**src/rtl/xce_pkg.sv**
```systemverilog
package xce_pkg;
  localparam int NSRC = 4;
  localparam int DESC_WORDS = 8;

  localparam logic [2:0] CMD_NULL = 3'd0;
  localparam logic [2:0] CMD_XOR  = 3'd1;
  localparam logic [2:0] CMD_FILL = 3'd2;
  localparam logic [2:0] CMD_COPY = 3'd7;

  localparam logic [5:0] OFS_CTRL = 6'h00;
  localparam logic [5:0] OFS_STAT = 6'h04;
  localparam logic [5:0] OFS_CUR  = 6'h08;
  localparam logic [5:0] OFS_LINK = 6'h0C;
  localparam logic [5:0] OFS_DST  = 6'h20;
  localparam logic [5:0] OFS_CNT  = 6'h24;
  localparam logic [5:0] OFS_CTL  = 6'h28;

  localparam int ST_MA  = 5;
  localparam int ST_EOC = 8;
  localparam int ST_EOT = 9;
  localparam int ST_ACT = 10;

  typedef enum logic [2:0] {
    S_IDLE, S_LINK, S_CHECK, S_FETCH, S_NEXT, S_SRC, S_WRITE
  } seq_state_t;
endpackage

```
**src/rtl/xce_combine.sv**
```systemverilog
module xce_combine #(
  parameter int DW = 32
) (
  input  logic [2:0]    cmd,
  input  logic [DW-1:0] acc_in,
  input  logic [DW-1:0] mem_word,
  input  logic [DW-1:0] pattern,
  output logic [DW-1:0] acc_out,
  output logic          needs_read
);
  import xce_pkg::*;

  always_comb begin
    needs_read = (cmd == CMD_XOR) || (cmd == CMD_COPY);
    case (cmd)
      CMD_XOR:  acc_out = acc_in ^ mem_word;
      CMD_FILL: acc_out = pattern;
      CMD_COPY: acc_out = mem_word;
      default:  acc_out = acc_in;
    endcase
  end
endmodule

```
**src/rtl/xce_seq.sv**
```systemverilog
module xce_seq #(
  parameter int DW = 32,
  parameter int CW = 24
) (
  input  logic          clk,
  input  logic          rst,
  input  logic          start,
  input  logic          resume,
  input  logic          sw_link_we,
  input  logic [DW-1:0] sw_link,
  output logic          mem_req,
  output logic          mem_we,
  output logic [DW-1:0] mem_addr,
  output logic [DW-1:0] mem_wdata,
  input  logic          mem_rvalid,
  input  logic          mem_err,
  input  logic [DW-1:0] mem_rdata,
  output logic          busy,
  output logic [DW-1:0] cur_desc,
  output logic [DW-1:0] link_q,
  output logic [DW-1:0] dst_q,
  output logic [CW-1:0] cnt_q,
  output logic [DW-1:0] ctl_q,
  output logic          eot_p,
  output logic          eoc_p,
  output logic          abort_p
);
  import xce_pkg::*;

  localparam int WW  = CW - 2;
  localparam int SIW = $clog2(NSRC);
  localparam int FIW = $clog2(DESC_WORDS);

  seq_state_t         st;
  logic               pend;
  logic [FIW-1:0]     fidx;
  logic [SIW-1:0]     sidx;
  logic [WW-1:0]      widx;
  logic [DW-1:0]      acc;
  logic [DW-1:0]      sar [NSRC];
  logic [2:0]         cur_cmd;
  logic [DW-1:0]      acc_nxt;
  logic               needs_rd;
  logic [DW-1:0]      woff;

  assign busy    = (st != S_IDLE);
  assign cur_cmd = ctl_q[1 + 3*sidx +: 3];
  assign woff    = {{(DW-CW){1'b0}}, widx, 2'b00};

  xce_combine #(.DW(DW)) u_comb (
    .cmd(cur_cmd), .acc_in(acc), .mem_word(mem_rdata), .pattern(sar[sidx]),
    .acc_out(acc_nxt), .needs_read(needs_rd)
  );

  always_ff @(posedge clk) begin
    if (rst) begin
      st <= S_IDLE; pend <= 1'b0; fidx <= '0; sidx <= '0; widx <= '0;
      acc <= '0; cur_desc <= '0; link_q <= '0; dst_q <= '0; cnt_q <= '0;
      ctl_q <= '0; mem_req <= 1'b0; mem_we <= 1'b0; mem_addr <= '0;
      mem_wdata <= '0; eot_p <= 1'b0; eoc_p <= 1'b0; abort_p <= 1'b0;
      for (int i = 0; i < NSRC; i++) sar[i] <= '0;
    end else begin
      mem_req <= 1'b0;
      eot_p   <= 1'b0;
      eoc_p   <= 1'b0;
      abort_p <= 1'b0;
      if (pend && mem_rvalid) pend <= 1'b0;
      if (pend && mem_rvalid && mem_err) begin
        abort_p <= 1'b1;
        st      <= S_IDLE;
      end else begin
        case (st)
          S_IDLE: begin
            if (sw_link_we) link_q <= sw_link;
            if (resume) st <= S_LINK;
            else if (start) st <= S_CHECK;
          end
          S_LINK: begin
            if (!pend) begin
              mem_req <= 1'b1; mem_we <= 1'b0; mem_addr <= cur_desc; pend <= 1'b1;
            end else if (mem_rvalid) begin
              link_q <= mem_rdata;
              st     <= S_CHECK;
            end
          end
          S_CHECK: begin
            if (link_q[DW-1:5] == '0) begin
              eoc_p <= 1'b1;
              st    <= S_IDLE;
            end else begin
              cur_desc <= {link_q[DW-1:5], 5'b0};
              fidx     <= '0;
              st       <= S_FETCH;
            end
          end
          S_FETCH: begin
            if (!pend) begin
              mem_req <= 1'b1; mem_we <= 1'b0; pend <= 1'b1;
              mem_addr <= cur_desc + {{(DW-FIW-2){1'b0}}, fidx, 2'b00};
            end else if (mem_rvalid) begin
              case (fidx)
                3'd0: link_q <= mem_rdata;
                3'd5: dst_q  <= mem_rdata;
                3'd6: cnt_q  <= mem_rdata[CW-1:0];
                3'd7: ctl_q  <= mem_rdata;
                default: sar[SIW'(fidx - 3'd1)] <= mem_rdata;
              endcase
              fidx <= fidx + 1'b1;
              if (fidx == FIW'(DESC_WORDS - 1)) begin
                widx <= '0;
                st   <= S_NEXT;
              end
            end
          end
          S_NEXT: begin
            if (widx == cnt_q[CW-1:2]) begin
              eot_p <= 1'b1;
              st    <= S_CHECK;
            end else begin
              sidx <= '0;
              acc  <= '0;
              st   <= S_SRC;
            end
          end
          S_SRC: begin
            if (needs_rd && !pend) begin
              mem_req <= 1'b1; mem_we <= 1'b0; pend <= 1'b1;
              mem_addr <= sar[sidx] + woff;
            end else if (!needs_rd || mem_rvalid) begin
              acc <= acc_nxt;
              if (sidx == SIW'(NSRC - 1)) st <= S_WRITE;
              else sidx <= sidx + 1'b1;
            end
          end
          S_WRITE: begin
            if (!ctl_q[DW-1]) begin
              widx <= widx + 1'b1;
              st   <= S_NEXT;
            end else if (!pend) begin
              mem_req <= 1'b1; mem_we <= 1'b1; pend <= 1'b1;
              mem_addr <= dst_q + woff; mem_wdata <= acc;
            end else if (mem_rvalid) begin
              widx <= widx + 1'b1;
              st   <= S_NEXT;
            end
          end
          default: st <= S_IDLE;
        endcase
      end
    end
  end
endmodule

```
**src/rtl/xor_chain_engine.sv**
```systemverilog
module xor_chain_engine #(
  parameter int DW  = 32,
  parameter int RAW = 6,
  parameter int CW  = 24
) (
  input  logic           clk,
  input  logic           rst,
  input  logic           reg_we,
  input  logic [RAW-1:0] reg_addr,
  input  logic [DW-1:0]  reg_wdata,
  output logic [DW-1:0]  reg_rdata,
  output logic           mem_req,
  output logic           mem_we,
  output logic [DW-1:0]  mem_addr,
  output logic [DW-1:0]  mem_wdata,
  input  logic           mem_rvalid,
  input  logic           mem_err,
  input  logic [DW-1:0]  mem_rdata,
  output logic           irq
);
  import xce_pkg::*;

  logic          busy, en_q;
  logic          st_eot, st_eoc, st_ma, st_ie;
  logic          eot_p, eoc_p, abort_p;
  logic          ctrl_wr, stat_wr, start, resume, link_we;
  logic [DW-1:0] cur_desc, link_q, dst_q, ctl_q;
  logic [CW-1:0] cnt_q;
  logic [DW-1:0] status;

  assign ctrl_wr = reg_we && (reg_addr == RAW'(OFS_CTRL));
  assign stat_wr = reg_we && (reg_addr == RAW'(OFS_STAT));
  assign start   = ctrl_wr && reg_wdata[0] && !busy;
  assign resume  = start && reg_wdata[1];
  assign link_we = reg_we && (reg_addr == RAW'(OFS_LINK)) && !busy;

  xce_seq #(.DW(DW), .CW(CW)) u_seq (
    .clk(clk), .rst(rst), .start(start), .resume(resume),
    .sw_link_we(link_we), .sw_link(reg_wdata),
    .mem_req(mem_req), .mem_we(mem_we), .mem_addr(mem_addr), .mem_wdata(mem_wdata),
    .mem_rvalid(mem_rvalid), .mem_err(mem_err), .mem_rdata(mem_rdata),
    .busy(busy), .cur_desc(cur_desc), .link_q(link_q), .dst_q(dst_q),
    .cnt_q(cnt_q), .ctl_q(ctl_q), .eot_p(eot_p), .eoc_p(eoc_p), .abort_p(abort_p)
  );

  always_comb begin
    status         = '0;
    status[ST_MA]  = st_ma;
    status[ST_EOC] = st_eoc;
    status[ST_EOT] = st_eot;
    status[ST_ACT] = busy;
  end

  always_ff @(posedge clk) begin
    if (rst) begin
      en_q <= 1'b0; st_eot <= 1'b0; st_eoc <= 1'b0; st_ma <= 1'b0; st_ie <= 1'b0;
      irq <= 1'b0; reg_rdata <= '0;
    end else begin
      if (ctrl_wr) en_q <= reg_wdata[0];
      if (stat_wr) begin
        if (reg_wdata[ST_EOT]) st_eot <= 1'b0;
        if (reg_wdata[ST_EOC]) st_eoc <= 1'b0;
        if (reg_wdata[ST_MA])  st_ma  <= 1'b0;
      end
      if (eot_p) begin
        st_eot <= 1'b1;
        st_ie  <= ctl_q[0];
      end
      if (eoc_p)   st_eoc <= 1'b1;
      if (abort_p) st_ma  <= 1'b1;
      irq <= (st_eot && st_ie) || st_eoc || st_ma;
      case (reg_addr)
        RAW'(OFS_CTRL): reg_rdata <= {{(DW-1){1'b0}}, en_q};
        RAW'(OFS_STAT): reg_rdata <= status;
        RAW'(OFS_CUR):  reg_rdata <= cur_desc;
        RAW'(OFS_LINK): reg_rdata <= link_q;
        RAW'(OFS_DST):  reg_rdata <= dst_q;
        RAW'(OFS_CNT):  reg_rdata <= {{(DW-CW){1'b0}}, cnt_q};
        RAW'(OFS_CTL):  reg_rdata <= ctl_q;
        default:        reg_rdata <= '0;
      endcase
    end
  end
endmodule

```
**config.mk**
```make
export PLATFORM = sky130hd
export DESIGN_NAME = xor_chain_engine
export DESIGN_NICKNAME = d
export VERILOG_FILES = /design/src/rtl/xce_pkg.sv /design/src/rtl/xce_combine.sv /design/src/rtl/xce_seq.sv /design/src/rtl/xor_chain_engine.sv
export SDC_FILE = /design/constraint.sdc
export NUM_CORES = 1
export LEC_CHECK = 0
export BUFFER_PORTS_ARGS = -buffer_cell sky130_fd_sc_hd__buf_2
export CAP_MARGIN = 20
export CORE_ASPECT_RATIO = 0.5
export CORE_MARGIN = 1
export CORE_UTILIZATION = 41
export CTS_BUF_LIST = sky130_fd_sc_hd__clkbuf_4 sky130_fd_sc_hd__clkbuf_8
export DETAILED_ROUTE_END_ITERATION = 8
export SYNTH_ARGS = -nofsm -noshare
export SYNTH_HDL_FRONTEND = slang
export SYNTH_SLANG_ARGS = --single-unit
export TNS_END_PERCENT = 50
```
**constraint.sdc**
```tcl
create_clock -name clk -period 10.8 [get_ports clk]
set_input_delay 0.54 -clock clk [delete_from_list [all_inputs] [get_ports clk]]
set_output_delay 0.54 -clock clk [all_outputs]
set_load 0.01 [all_outputs]
```
==> flow_summary.json, run 1 <==
{
  "cts_hold_buffers": 0,
  "min_path_cells": 3,
  "num_vias": 18659,
  "fin_ws_ns": 6.31,
  "dp_hpwl_um": 51100,
  "drive_above_1_share_pct": 17.4,
  "final_hold_viol_count": 0,
  "antenna_found_initial": 4,
  "cts_sinks": 447,
  "synth_top_area_share_pct": 29.5,
  "syn_area_mm2": 0.0216,
  "numCtsBuffers": 70,
  "status": "finished clean",
  "fill_cells": 5017,
  "initialDrtViolationCount": 2389,
  "crit_required_ns": 11.32,
  "setup_violations": 0,
  "syn2layout_area_growth_pct": 13.0,
  "seqPwrFrac_pct": 46.7,
  "firstDrtPassIters": 7,
  "clockPowerShare_pct": 36.6,
  "p_per_area_mw_per_mm2": 175,
  "drv_cap": 0,
  "drt-total-wl_um": 75600,
  "synthTopCellsByCount": "nand2_1, dfxtp_1, a21oi_1, nor2_1, clkbuf_1",
  "grt_overflow_total": 0,
  "ys_types": 79,
  "post_cts_buffers": 0,
  "coreArea_mm2": 0.0520,
  "synth_edf_count": 128,
  "wl_per_cell_um": 23.4,
  "yosysMostFrequentCell": "nand2_1",
  "swShare_pct": 31.8,
  "fin_crit_sh_pct": 41.6,
  "ys_ff_latch": 447,
  "fin_skew_ns": 0.0382,
  "htreeDepth": 3,
  "vias_per_cell": 5.78,
  "hold_class": "primary input to register",
  "synth_largest_area_cell": "dfxtp_1",
  "ctsLongestPathBuffers": 3,
  "async_reset_ff_share_pct": 0,
  "start_kind": "register",
  "clock_latency_ns": 0.66,
  "drtAntennaViolNets": 0,
  "max_freq_mhz": 223,
  "die_x_um": 327,
  "synth_area_leaders": "dfxtp_1, edfxtp_1, nand2_1",
  "internal_power_w": 0.00292,
  "synth_cells": 2381,
  "seq_area_frac_synth_pct": 47.3,
  "grt_max_degree": 96,
  "holdCritStartpoint": "reg_wdata[7]",
  "first_global_vias": 16907,
  "finalWeightedCongestion": 0.961,
  "ys.flop_type": "dfxtp_1",
  "leakage_nw": 9.41,
  "grt_pass1_wl_um": 110000,
  "crit_arrival_ns": 5.01,
  "max_slew.worst_pin.slew_ns": 1.12,
  "tritoncts": "built",
  "r2r_cells": 12,
  "critical_path_class": "register to register",
  "path_clk_slew_ns": 0.07,
  "r2r_setup_slack_ns": 6.31,
  "peakVddDrop_mv": 0.103,
  "drc_errors": 0,
  "r2r-end": "u_seq.mem_addr[23]$_SDFFE_PP0P_",
  "synth_area_per_cell_um2": 9.08,
  "start_util_pct": 41.5,
  "grt_setup_unrepaired": "no",
  "num_rows": 59,
  "max_slew_margin_pct": 25.3,
  "pwr-share-comb_pct": 16.7,
  "post-place-ws_ns": 6.35,
  "dieArea_mm2": 0.0537,
  "die_y_um": 164,
  "cts-root-buf": "clkbuf_8",
  "min_period_ns": 4.49,
  "cts.repair.resized": 0,
  "min_to": "u_seq.link_q[7]$_SDFFE_PP0P_",
  "num-nets-final": 2575,
  "syn_nets": 2486,
  "io_pins": 174,
  "end_kind": "register",
  "io_buffers": 173,
  "track_usage_pct": 27.4,
  "path_max_fanout": 32,
  "maxSlewViolCount": 0,
  "ys_warn_count": 0,
  "tns_ns": 0,
  "p_switching_w": 0.00136
}
## final cells by class
type	count	area (µm²)	area share, %
timing repair buffer	205	1130	4.64
sequential	447	10200	41.9
clock buffer	107	1330	5.44
inverter	47	176	0.722
clock inverter	19	170	0.696
tap	701	877	3.59
multi-input combinational	1699	10500	43.0
antenna	1	2.50	0.0102
## critical path, stage by stage (launching register included)
cell and delay, ns:
dfxtp_2 0.31, buf_4 0.52, mux4_2 0.62, mux2i_1 0.32, inv_1 0.09, ha_1 0.32, a211oi_1 0.32, o21bai_1 0.20
o21ai_0 0.62, a21oi_1 0.20, or2_2 0.33, a31o_2 0.25, a211o_1 0.24
## power groups by stage
stage / Sequential (W) / Combinational [W] / Clock [W]
2_1_floorplan: 0.00197 / 0.000460 / 0
3_3_place_gp: 0.00203 / 0.000689 / 0
3_5_place_dp: 0.00202 / 0.000698 / 0
4_1_cts: 0.00199 / 0.000700 / 0.00157
5_1_grt: 0.00200 / 0.000774 / 0.00165
6_report: 0.00200 / 0.000712 / 0.00157
## stage by stage
step	util, %	power (W)	hold slack [ns]	cell area (µm²)	std cells
floorplan	-	0.00243	0.413	21600	2381
global placement	44.0	0.00271	0.439	22900	3098
detailed placement	44.0	0.00272	0.447	22900	3098
CTS	46.9	0.00426	0.149	24400	3224
global route	46.9	0.00443	0.163	24400	3225
finish	46.9	0.00427	0.159	24400	3226
## cells by family (layout without fill, tap and decap cells)
group	count (synthesis)	count (layout)	synth area share [%]
simple gates	973	973	20.5
compound gates	521	521	15.6
flops	447	447	47.3
buf+inv	235	378	4.32
mux	116	116	8.10
xor+xnor	59	59	2.39
fa+ha+maj	30	30	1.77
other cells	0	1	0
## layout by cell type (no fill, tap or decap), types with 25 or more instances in the layout
cell and instances:
nand2_1 483, dfxtp_1 318, a21oi_1 243, buf_2 172, nor2_1 169, edfxtp_1 128, and2_1 105, clkbuf_8 85
o21ai_0 64, nor3_1 54, inv_1 47, a311oi_1 39, nor2b_1 39, xnor2_1 34, mux4_2 32, mux2_2 32
a32oi_1 32, buf_4 31, mux2i_1 29, ha_1 29, a211oi_1 27, xor2_1 25
## worst max path at each step
stage / startpoint / endpoint / slack, ns / cells past startpoint
after floorplan: register / u_seq.mem_addr[23]$_SDFFE_PP0P_ / 6.80 / 14
after global placement: register / u_seq.mem_addr[23]$_SDFFE_PP0P_ / 6.30 / 12
after detailed placement: register / u_seq.mem_addr[23]$_SDFFE_PP0P_ / 6.35 / 12
after CTS: register / u_seq.mem_addr[23]$_SDFFE_PP0P_ / 6.32 / 12
after global routing: register / u_seq.mem_addr[23]$_SDFFE_PP0P_ / 6.01 / 12
final: register / u_seq.mem_addr[23]$_SDFFE_PP0P_ / 6.31 / 12
## per-layer routing
layer  vias up  GRT usage (%)  share of wire (%)
li1       8607              -                  -
met1      9091           41.5                 46
met2       859           38.6                 41
met3       102           6.21                 11
met4         0           7.14                1.9
met5         -              0                  0
## registers in the layout, indices dropped and copies added, names as in the netlist, 22 cells and up, named ones only
register	flops
u_seq.cur_desc	27
u_seq.acc	32
reg_rdata	32
u_seq.mem_addr	32
u_seq.cnt_q	24
u_seq.mem_wdata	32
u_seq.sar	128
u_seq.link_q	32
u_seq.widx	22
u_seq.ctl_q	32
u_seq.dst_q	32
Note: power is estimated with default switching activity, not from simulation.
==> inputs of run 2 (changes only) <==
--- a/config.mk
+++ b/config.mk
@@ -5,6 +5,7 @@
 export SDC_FILE = /design/constraint.sdc
 export NUM_CORES = 1
 export LEC_CHECK = 0
+export ABC_AREA = 1
 export BUFFER_PORTS_ARGS = -buffer_cell sky130_fd_sc_hd__buf_2
 export CAP_MARGIN = 20
 export CORE_ASPECT_RATIO = 0.5
==> constraint.sdc (replaced) <==
create_clock -name clk -period 4.1 [get_ports clk]
set_input_delay 0.205 -clock clk [delete_from_list [all_inputs] [get_ports clk]]
set_output_delay 0.205 -clock clk [all_outputs]
set_load 0.01 [all_outputs]
==> flow_summary.json, run 2 <==
{
  "synthAdderAreaFrac_pct": 1.75,
  "grt_setup_unrepaired": "no",
  "clock_latency_ns": 0.67,
  "synth_largest_area_cell": "dfxtp_1",
  "synth_cells": 2912,
  "antenna_found_initial": 3,
  "top_usage_layer": "met1",
  "firstDrtPassIters": 9,
  "crit_required_ns": 4.67,
  "peakVddDrop_mv": 0.272,
  "cp_cell_sequence": "buf_4, nand2_1, a32o_1, o21ai_0, ha_1, nand2_1, nor3_1, nand3_1, nand3_1, nand2_1, nand2_1, nand2_1, nand2_1, nand3_1, a21oi_1",
  "max_freq_mhz": 267,
  "grt_use_met2_pct": 37.4,
  "end_kind": "register",
  "synthTopCellsByCount": "nor2_1, nand2_1, dfxtp_1, o21ai_0, a21oi_1",
  "r2r_cells": 15,
  "die_x_um": 329,
  "leakage_nw": 10.4,
  "yosysMostFrequentCell": "nor2_1",
  "setup_violations": 0,
  "seq_area_frac_synth_pct": 46.7,
  "critical_path_class": "register to register",
  "use_met1_pct": 44.6,
  "initialDrtViolationCount": 2764,
  "ys_warn_count": 0,
  "coreArea_mm2": 0.0524,
  "start_util_pct": 41.8,
  "wl_per_cell_um": 20.2,
  "synth_area_leaders": "dfxtp_1, edfxtp_1, nor2_1",
  "fin_skew_ns": 0.0378,
  "path_clk_slew_ns": 0.07,
  "fin_crit_sh_pct": 91.5,
  "layout_commonest_cell": "nor2_1",
  "io_pins": 174,
  "holdCritStartpoint": "mem_rdata[2]",
  "synthMuxAreaShare_pct": 0,
  "synth_top_family_by_area": "simple AND/OR/NAND/NOR gates",
  "first_global_vias": 18932,
  "slowest_delay_ns": 0.59,
  "synth_compound_area_share_pct": 19.1,
  "syn2layout_area_growth_pct": 15.3,
  "synth_top_area_share_pct": 29.1,
  "largest_register": "u_seq.sar",
  "crit_arrival_ns": 4.32,
  "ctsLongestPathBuffers": 3,
  "path_max_fanout": 33,
  "num_vias": 21033,
  "mostFrequentLayoutCells": "nor2_1, nand2_1, dfxtp_1",
  "tritoncts": "built",
  "num_rows": 59,
  "ys_types": 56,
  "drt-total-wl_um": 77600,
  "drive_above_1_share_pct": 13.1,
  "max_slew_margin_pct": 34.6,
  "syn_area_mm2": 0.0219,
  "ys.flop_type": "dfxtp_1",
  "track_usage_pct": 28.3,
  "min_path_cells": 3,
  "num-nets-final": 3191,
  "drtAntennaViolNets": 0,
  "crit_path_frequent_cell": "nand2_1",
  "max_slew.worst_pin.slew_ns": 0.979,
  "vias_per_cell": 5.47,
  "numCtsBuffers": 71,
  "synth-xor-area-share_pct": 2.12,
  "hold_class": "primary input to register",
  "p_per_area_mw_per_mm2": 567,
  "grt_max_degree": 101,
  "final_hold_viol_count": 0,
  "dp_hpwl_um": 54300,
  "cts_sinks": 447,
  "ys_ff_latch": 447,
  "grtUsageMet3_pct": 7.00,
  "total_power_w": 0.0143,
  "r2r_setup_slack_ns": 0.35,
  "start_kind": "register",
  "status": "finished with violations",
  "dieArea_mm2": 0.0545,
  "tns_ns": 0,
  "largest_reg_flops": 128,
  "synth_edf_count": 128,
  "syn_nets": 3017,
  "grt_pass1_wl_um": 116000,
  "r2r-end": "u_seq.mem_addr[30]$_SDFFE_PP0P_",
  "min_period_ns": 3.75,
  "htreeDepth": 3,
  "cts-root-buf": "clkbuf_8",
  "synth_area_per_cell_um2": 7.53,
  "drv_cap": 0,
  "drc_errors": 11,
  "min_to": "u_seq.dst_q[2]$_SDFFE_PP0P_",
  "violations": "design-rule violations",
  "finalWeightedCongestion": 0.944,
  "grt_overflow_total": 0,
  "crit_slowest_cell": "o21ai_0",
  "async_reset_ff_share_pct": 0,
  "synth-simple-area-share_pct": 22.0,
  "io_buffers": 173,
  "die_y_um": 166,
  "maxSlewViolCount": 0
}
## run 2: cell count changes after synthesis, sizes merged, moves of 41 or more
cell | previous run | this run
nor2b | 41 | 0
buf | 29 | 75
nand2 | 484 | 441
and2 | 109 | 21
mux2 | 52 | 0
nand3 | 18 | 127
o21ai | 65 | 397
o22ai | 5 | 69
inv | 47 | 252
clkbuf | 159 | 98
nor2 | 170 | 465
## run 2: what timing repair did
action | CTS | global route
endpoints found under the setup margin | 0 | 0
buffers inserted | 0 | 0
endpoints found under the hold margin | 36 | 0
resized for setup | 0 | 0
hold buffers | 37 | 0
## run 2: routing by layer
metal	share of wire, %	vias up
li1	-	10110
met1	49	9856
met2	39	963
met3	11	104
met4	1.7	0
met5	0	-
## run 2: where the power goes
| part | internal, W | switching (W) | leakage (nW) |
|---|---|---|---|
| clock | 0.00217 | 0.00191 | 0.775 |
| combinational | 0.00134 | 0.00321 | 5.75 |
| sequential | 0.00521 | 0.000494 | 3.91 |
| total | 0.00871 | 0.00561 | 10.4 |
## run 2: logic make-up after synthesis
logic type,after synthesis
fa+ha+maj,30
buf+inv,451
compound gates,789
xor+xnor,53
simple gates,1142
flops,447
## run 2: cell type report
class	count	area, µm²
tap	701	877
clock buffer	110	1350
multi-input combinational	2014	9880
antenna	3	7.51
timing repair buffer	274	1750
inverter	278	1050
fill	5268	27100
sequential	447	10200
clock inverter	18	134
## run 2: worst max-delay path by stage
stage / endpoint / slack [ns] / cells after the start
CTS: u_seq.mem_addr[30]$_SDFFE_PP0P_ / 0.44 / 15
finish: u_seq.mem_addr[30]$_SDFFE_PP0P_ / 0.35 / 15
floorplan: u_seq.mem_addr[24]$_SDFFE_PP0P_ / 0.96 / 24
global placement: u_seq.mem_addr[30]$_SDFFE_PP0P_ / 0.55 / 15
detailed placement: u_seq.mem_addr[30]$_SDFFE_PP0P_ / 0.48 / 15
global route: u_seq.mem_addr[30]$_SDFFE_PP0P_ / 0.02 / 18
## run 2: per-stage QoR
| stage | std cells | area (µm²) | setup WS (ns) | utilization [%] | hold slack [ns] |
|---|---|---|---|---|---|
| 3_3_place_gp | 3676 | 23400 | 0.546 | 44.6 | 0.442 |
| 2_1_floorplan | 2912 | 21900 | 0.957 | - | 0.374 |
| 5_1_grt | 3845 | 25300 | 0.0245 | 48.2 | 0.0240 |
| 3_5_place_dp | 3677 | 23400 | 0.481 | 44.7 | 0.452 |
| 6_report | 3845 | 25300 | 0.350 | 48.2 | 0.0347 |
| 4_1_cts | 3842 | 25300 | 0.440 | 48.2 | 0.00102 |
## run 2: critical path, delay by kind of cell, from the launching register on
kind,cells,cell delay (ns)
AO/OA/AOI/OAI,3,1.05
adder cells (fa/ha/maj),1,0.38
buffers and inverters,1,0.40
flip-flops,1,0.49
AND/OR/NAND/NOR,10,1.36
